==> src/rtl/sg_fetch_pkg.sv <==
// Shared types and record layout for the descriptor fetcher.
// Assumes 32-bit read beats and a 48-byte record.
package sg_fetch_pkg;

    localparam int BEAT_W     = 32;
    localparam int DESC_WORDS = 12;

    // Word index of each field inside the record (little-endian beats)
    localparam int WI_FLAGS   = 0;
    localparam int WI_ID      = 1;
    localparam int WI_DST     = 2;
    localparam int WI_SRC     = 4;
    localparam int WI_NEXT    = 6;
    localparam int WI_YLEN    = 8;
    localparam int WI_XLEN    = 9;
    localparam int WI_SSTRIDE = 10;
    localparam int WI_DSTRIDE = 11;

    // Flag bit positions
    localparam int FLAG_LAST = 0;
    localparam int FLAG_IRQ  = 1;

    typedef enum logic [2:0] {
        ST_IDLE  = 3'd0,
        ST_REQ   = 3'd1,
        ST_BEATS = 3'd2,
        ST_OFFER = 3'd3,
        ST_HOLD  = 3'd4
    } sg_state_e;

    typedef struct packed {
        logic [31:0] flags;
        logic [31:0] id;
        logic [63:0] dst;
        logic [63:0] src;
        logic [63:0] nxt;
        logic [31:0] ylen;
        logic [31:0] xlen;
        logic [31:0] sstride;
        logic [31:0] dstride;
    } sg_desc_t;

endpackage

==> src/rtl/sg_beat_collector.sv <==
// Stores the beats of one record burst into per-word registers, counts
// them and accumulates any error response seen in the burst.
// Assumes beats arrive in address order and clear precedes each burst.
module sg_beat_collector #(
    parameter int WORDS = 12,
    parameter int BW    = 32
) (
    input  logic              clk,
    input  logic              rst_n,
    input  logic              clear,
    input  logic              beat_valid,
    input  logic [BW-1:0]     beat_data,
    input  logic              beat_err,
    output logic [WORDS*BW-1:0] record,
    output logic              last_beat,
    output logic              err_any
);
    localparam int IW = (WORDS > 1) ? $clog2(WORDS) : 1;

    logic [IW-1:0] idx;
    logic          err_acc;

    // Beat position counter, restarted at each burst
    always_ff @(posedge clk) begin
        if (!rst_n)          idx <= '0;
        else if (clear)      idx <= '0;
        else if (beat_valid) idx <= idx + 1'b1;
    end

    // Error accumulator for the burst in progress
    always_ff @(posedge clk) begin
        if (!rst_n)                     err_acc <= 1'b0;
        else if (clear)                 err_acc <= 1'b0;
        else if (beat_valid && beat_err) err_acc <= 1'b1;
    end

    genvar g;
    generate
        for (g = 0; g < WORDS; g++) begin : g_word
            logic [BW-1:0] word_q;
            // Capture the beat whose index matches this word
            always_ff @(posedge clk) begin
                if (!rst_n)
                    word_q <= '0;
                else if (beat_valid && (idx == IW'(g)))
                    word_q <= beat_data;
            end
            assign record[g*BW +: BW] = word_q;
        end
    endgenerate

    assign last_beat = beat_valid && (idx == IW'(WORDS-1));
    assign err_any   = err_acc || (beat_valid && beat_err);

endmodule

==> src/rtl/sg_desc_decode.sv <==
// Slices the flat record into named fields.
// Assumes the word map of sg_fetch_pkg; purely combinational.
module sg_desc_decode
    import sg_fetch_pkg::*;
(
    input  logic [DESC_WORDS*BEAT_W-1:0] record,
    output sg_desc_t                     desc
);
    // Pick one 32-bit word of the record
    function automatic logic [31:0] wd(input int i);
        return record[i*BEAT_W +: BEAT_W];
    endfunction

    // Field extraction
    always_comb begin
        desc.flags   = wd(WI_FLAGS);
        desc.id      = wd(WI_ID);
        desc.dst     = {wd(WI_DST+1),  wd(WI_DST)};
        desc.src     = {wd(WI_SRC+1),  wd(WI_SRC)};
        desc.nxt     = {wd(WI_NEXT+1), wd(WI_NEXT)};
        desc.ylen    = wd(WI_YLEN);
        desc.xlen    = wd(WI_XLEN);
        desc.sstride = wd(WI_SSTRIDE);
        desc.dstride = wd(WI_DSTRIDE);
    end

endmodule

==> src/rtl/sg_chain_ctrl.sv <==
// Sequencer of the walk: idle, request, beat collection, offer, wait.
// Assumes the record fields are stable from the last beat until the next
// request, which holds because beats are only taken in ST_BEATS.
module sg_chain_ctrl
    import sg_fetch_pkg::*;
#(
    parameter int AW = 64
) (
    input  logic          clk,
    input  logic          rst_n,
    input  logic          submit,
    input  logic          sg_mode,
    input  logic [AW-1:0] first_addr,
    input  logic          ar_ready,
    input  logic          last_beat,
    input  logic          err_any,
    input  logic          xfer_ready,
    input  logic          seg_done,
    input  logic          flag_last,
    input  logic          flag_irq,
    input  logic [63:0]   next_ptr,
    output sg_state_e     state,
    output logic [AW-1:0] cur_addr,
    output logic          burst_clear,
    output logic          irq,
    output logic          err
);
    sg_state_e state_n;

    // Next-state selection
    always_comb begin
        state_n = state;
        unique case (state)
            ST_IDLE:  if (submit && sg_mode) state_n = ST_REQ;
            ST_REQ:   if (ar_ready)          state_n = ST_BEATS;
            ST_BEATS: if (last_beat)         state_n = err_any ? ST_IDLE : ST_OFFER;
            ST_OFFER: if (xfer_ready)        state_n = ST_HOLD;
            ST_HOLD:  if (seg_done)          state_n = flag_last ? ST_IDLE : ST_REQ;
            default:                         state_n = ST_IDLE;
        endcase
    end

    // State register
    always_ff @(posedge clk) begin
        if (!rst_n) state <= ST_IDLE;
        else        state <= state_n;
    end

    // Record address: first address on start, next pointer on chaining
    always_ff @(posedge clk) begin
        if (!rst_n)
            cur_addr <= '0;
        else if (state == ST_IDLE && submit && sg_mode)
            cur_addr <= {first_addr[AW-1:3], 3'b000};
        else if (state == ST_HOLD && seg_done && !flag_last)
            cur_addr <= {next_ptr[AW-1:3], 3'b000};
    end

    // Completion interrupt pulse
    always_ff @(posedge clk) begin
        if (!rst_n) irq <= 1'b0;
        else        irq <= (state == ST_HOLD) && seg_done && flag_irq;
    end

    // Sticky error: set on a poisoned burst, cleared by an accepted submit
    always_ff @(posedge clk) begin
        if (!rst_n)
            err <= 1'b0;
        else if (state == ST_IDLE && submit && sg_mode)
            err <= 1'b0;
        else if (state == ST_BEATS && last_beat && err_any)
            err <= 1'b1;
    end

    assign burst_clear = (state == ST_REQ) && ar_ready;

endmodule

==> src/rtl/sg_desc_fetcher.sv <==
// Top of the descriptor fetcher: read request, beat collection, decode,
// offer to the transfer engine and chaining.
// Assumes one outstanding read burst and one outstanding segment.
module sg_desc_fetcher
    import sg_fetch_pkg::*;
#(
    parameter int AW = 64
) (
    input  logic          clk,
    input  logic          rst_n,
    input  logic [AW-1:0] first_addr,
    input  logic          sg_mode,
    input  logic          submit,
    input  logic          cyclic_req,
    output logic          cyclic_en,
    output logic          ar_valid,
    input  logic          ar_ready,
    output logic [AW-1:0] ar_addr,
    output logic [7:0]    ar_len,
    input  logic          r_valid,
    output logic          r_ready,
    input  logic [31:0]   r_data,
    input  logic          r_err,
    output logic          xfer_valid,
    input  logic          xfer_ready,
    output logic [31:0]   xfer_id,
    output logic [63:0]   xfer_dst_addr,
    output logic [63:0]   xfer_src_addr,
    output logic [31:0]   xfer_x_len,
    output logic [31:0]   xfer_y_len,
    output logic [31:0]   xfer_src_stride,
    output logic [31:0]   xfer_dst_stride,
    input  logic          seg_done,
    output logic          irq,
    output logic          busy,
    output logic          err
);
    localparam int REC_W = DESC_WORDS * BEAT_W;

    sg_state_e          state;
    logic [AW-1:0]      cur_addr;
    logic               burst_clear;
    logic               beat_valid;
    logic               last_beat;
    logic               err_any;
    logic [REC_W-1:0]   record;
    sg_desc_t           desc;

    assign beat_valid = r_valid && r_ready;

    sg_beat_collector #(.WORDS(DESC_WORDS), .BW(BEAT_W)) u_collect (
        .clk        (clk),
        .rst_n      (rst_n),
        .clear      (burst_clear),
        .beat_valid (beat_valid),
        .beat_data  (r_data),
        .beat_err   (r_err),
        .record     (record),
        .last_beat  (last_beat),
        .err_any    (err_any)
    );

    sg_desc_decode u_decode (
        .record (record),
        .desc   (desc)
    );

    sg_chain_ctrl #(.AW(AW)) u_ctrl (
        .clk         (clk),
        .rst_n       (rst_n),
        .submit      (submit),
        .sg_mode     (sg_mode),
        .first_addr  (first_addr),
        .ar_ready    (ar_ready),
        .last_beat   (last_beat),
        .err_any     (err_any),
        .xfer_ready  (xfer_ready),
        .seg_done    (seg_done),
        .flag_last   (desc.flags[FLAG_LAST]),
        .flag_irq    (desc.flags[FLAG_IRQ]),
        .next_ptr    (desc.nxt),
        .state       (state),
        .cur_addr    (cur_addr),
        .burst_clear (burst_clear),
        .irq         (irq),
        .err         (err)
    );

    // Port-side views of the sequencer state
    assign ar_valid        = (state == ST_REQ);
    assign ar_addr         = cur_addr;
    assign ar_len          = 8'(DESC_WORDS - 1);
    assign r_ready         = (state == ST_BEATS);
    assign xfer_valid      = (state == ST_OFFER);
    assign busy            = (state != ST_IDLE);
    assign cyclic_en       = cyclic_req && !sg_mode;

    assign xfer_id         = desc.id;
    assign xfer_dst_addr   = desc.dst;
    assign xfer_src_addr   = desc.src;
    assign xfer_x_len      = desc.xlen;
    assign xfer_y_len      = desc.ylen;
    assign xfer_src_stride = desc.sstride;
    assign xfer_dst_stride = desc.dstride;

endmodule

==> config.mk <==
export PLATFORM = sky130hd
export DESIGN_NAME = sg_desc_fetcher
export DESIGN_NICKNAME = d
export VERILOG_FILES = /design/src/rtl/sg_fetch_pkg.sv /design/src/rtl/sg_beat_collector.sv /design/src/rtl/sg_desc_decode.sv /design/src/rtl/sg_chain_ctrl.sv /design/src/rtl/sg_desc_fetcher.sv
export SDC_FILE = /design/constraint.sdc
export NUM_CORES = 1
export LEC_CHECK = 0
export ABC_AREA = 1
export CORE_MARGIN = 5
export CORE_UTILIZATION = 49
export CTS_CLUSTER_DIAMETER = 100
export DETAILED_ROUTE_END_ITERATION = 16
export PLACE_DENSITY = 0.89
export SKIP_LAST_GASP = 1
export SLEW_MARGIN = 20
export SYNTH_ARGS = -nofsm -noshare
export SYNTH_HDL_FRONTEND = slang
export SYNTH_SLANG_ARGS = --single-unit
==> constraint.sdc <==
create_clock -name clk -period 1.8 [get_ports clk]
set_clock_uncertainty 0.2 [all_clocks]
set_input_delay 0.27 -clock clk [delete_from_list [all_inputs] [get_ports clk]]
set_output_delay 0.27 -clock clk [all_outputs]
set_load 0.01 [all_outputs]
==> reports/metrics.cfg <==
[global_routing]
grt.overflow.total=0
grt_usage_pct=29.0
grt_max_degree=141
grt_pass1_vias=16381
grt_pass1_wl_um=93700
antenna_found_initial=1

[clock_tree]
insertion_delay_ps=540
cts_tree=yes
cts-buffers-inserted=43
cts_max_level=2
max-clock-path-buffers=3
root_buffer=clkbuf_16
clk_pin_slew_ps=60
clock-sinks=422

[sta]
worst_pin_slew_ps=599
slew_headroom_pct=60.1
fin_crit_sh_pct=118
setup_viol=376
finalCriticalPeriod_ps=2130
worst_slack_ps=-331
hold_viol=0
fmax_mhz=469
rsz0062_at_grt=true
slew_violations=0

[die]
num_io_pins=473
core-area_sq_um=35700
row_count=69
die_h_um=201
initial_core_util_pct=49.8
dieArea_sq_um=40300
die_width_um=201

[final_layout]
fillers=2462
layout.nets=2682
final_area_sq_um=25300
layout-drive-gt1-share_pct=23.7
syn2layout_area_growth_pct=42.2
final_cells=3068

[synthesis]
synth.distinct_cells=31
synth_common_cells=nor2_1, o21ai_0, dfxtp_1
synth-edff-count=0
netlist_instances=2310
avgSynthCellArea_sq_um=7.71
async_flop_share_pct=0
synth_top_area_share_pct=47.4
yosysSeqAreaShare_pct=47.4
syn-cell-area_sq_um=17800
synth_area_leaders=dfxtp_1, nor2_1, buf_4
yosys.area.top_type=dfxtp_1
synth.most_common_cell=nor2_1
synth_warnings=0
ys_ff_latch=422
ys.flop_type=dfxtp_1

[status]
status=finished with violations
violations=negative setup slack

[setup_path]
cp.arrival_ps=2320
critPathMaxFanout=30
cp-end-kind=flip-flop
crit_path_start_kind=flip-flop
critical_path_class=flip-flop to flip-flop
required_ps=1990

[placement]
placed_cells=2891
io_buffers=458
place_congestion=0.869
hpwlAfterDp_um=41400
placed_area_sq_um=21300

[route]
drt-total-wl_um=75400
viasPerCell=5.85
avgRoutedWirePerCell_um=24.6
drt_iter0_markers=1691
drt_pre_antenna_iters=6
drcViolationCount=0
vias=17940
ant_nets=0

[worst_hold_path]
hold_class=primary input to flip-flop

[flow_run]
cap_violations=0

[power_and_ir_drop]
p_leak_nw=11.5
power_density_nw_per_um2=900
max-vdd-ir-drop_uv=718

## through the flow
step | worst slack [ps] | hold slack (ps) | util, % | setup TNS [ps] | power, mW
after floorplan | 71.7 | 221 | - | 0 | 11.5
after global placement | -372 | 245 | 59.6 | -124080 | 13.0
after detailed placement | -463 | 242 | 59.6 | -137580 | 13.1
after CTS | -201 | 173 | 63.7 | -15300 | 21.7
after global routing | -449 | 188 | 70.9 | -54530 | 23.5
final | -331 | 184 | 70.9 | -29290 | 22.8
## logic make-up after synthesis
kind of cell	synth area share (%)
other	0.0422
buffers and inverters	17.8
adders and majority gates	0.281
AOI/OAI and AO/OA	15.2
and+or+nand+nor	19.3
DFF	47.4
## critical path, stage by stage (launching register included)
cell and delay, ps:
dfxtp_4 370, nor2_4 180, nand2_4 90, nor2_4 170, inv_4 90, buf_6 160, buf_16 170, o21ai_0 380
a21oi_1 150
## power breakdown
part           total (mW)  leakage, nW  internal, mW  switching, mW
Combinational        4.07         7.41          1.83           2.24
Clock                8.87        0.685          4.98           3.90
Sequential           9.85         3.41          9.65          0.198
Total                22.8         11.5          16.5           6.33
## state kept, by name, indices dropped and copies added, names as in the netlist
signal / count
u_collect.idx: 4
u_ctrl.irq: 1
u_ctrl.err: 1
u_ctrl.state: 3
u_collect.err_acc: 1
u_ctrl.cur_addr: 61
u_collect.g_word.word_q: 351
## timing repair
| item | in CTS | in global routing |
|---|---|---|
| buffers inserted | 17 | 26 |
| pin swaps | 7 | 117 |
| gates resized for setup | 446 | 584 |
| hold buffers | 1 | 0 |
| gates cloned | 12 | 44 |
| setup endpoints to repair | 461 | 417 |
| endpoints found under the hold margin | 24 | 0 |
## routing by layer
layer	global-route usage (%)	part of all wire, %	vias up
met2	49.2	46	1419
met1	34.0	35	8437
met4	16.6	8.2	0
met3	6.53	11	431
met5	0	0	-
li1	-	-	7653
## final timing paths
kind,startpoint,to,slack [ps],cells after the start
max,u_ctrl.state[1],u_ctrl.cur_addr[14],-330,8
min,first_addr[24],u_ctrl.cur_addr[24],180,3
max reg2reg,u_ctrl.state[1],u_ctrl.cur_addr[14],-330,8
min reg2reg,u_collect.g_word[0].word_q[1],u_ctrl.irq,270,2
## cell usage in the layout, fill, tap and decap left out, types with 34 or more instances in the layout
master           synthesis  final
a21oi_1                 68     59
buf_12                   0     38
buf_4                  330     87
buf_6                    2     34
clkbuf_16                0     76
clkdlybuf4s50_1          0    101
dfxtp_1                422    416
dlygate4sd2_1            0    352
nand2_1                 43     38
nor2_1                 708    617
nor2_2                   2     51
nor2_4                   1     43
o21ai_0                447    251
o21ai_1                 20     94
o21ai_2                  0    109
or2_2                   55     44
## layout make-up
class                           instances  area, sq um  area share (%)
Timing Repair Buffer                  677         7290            28.8
Inverter                               33          223           0.879
Tap cell                              461          577            2.28
Multi-Input combinational cell       1395         7370            29.1
Sequential cell                       422         8460            33.4
Antenna cell                            1         2.50         0.00988
Clock inverter                         21          173           0.682
Clock buffer                           58         1220            4.83
No activity file was read; power rests on OpenSTA's default activity.
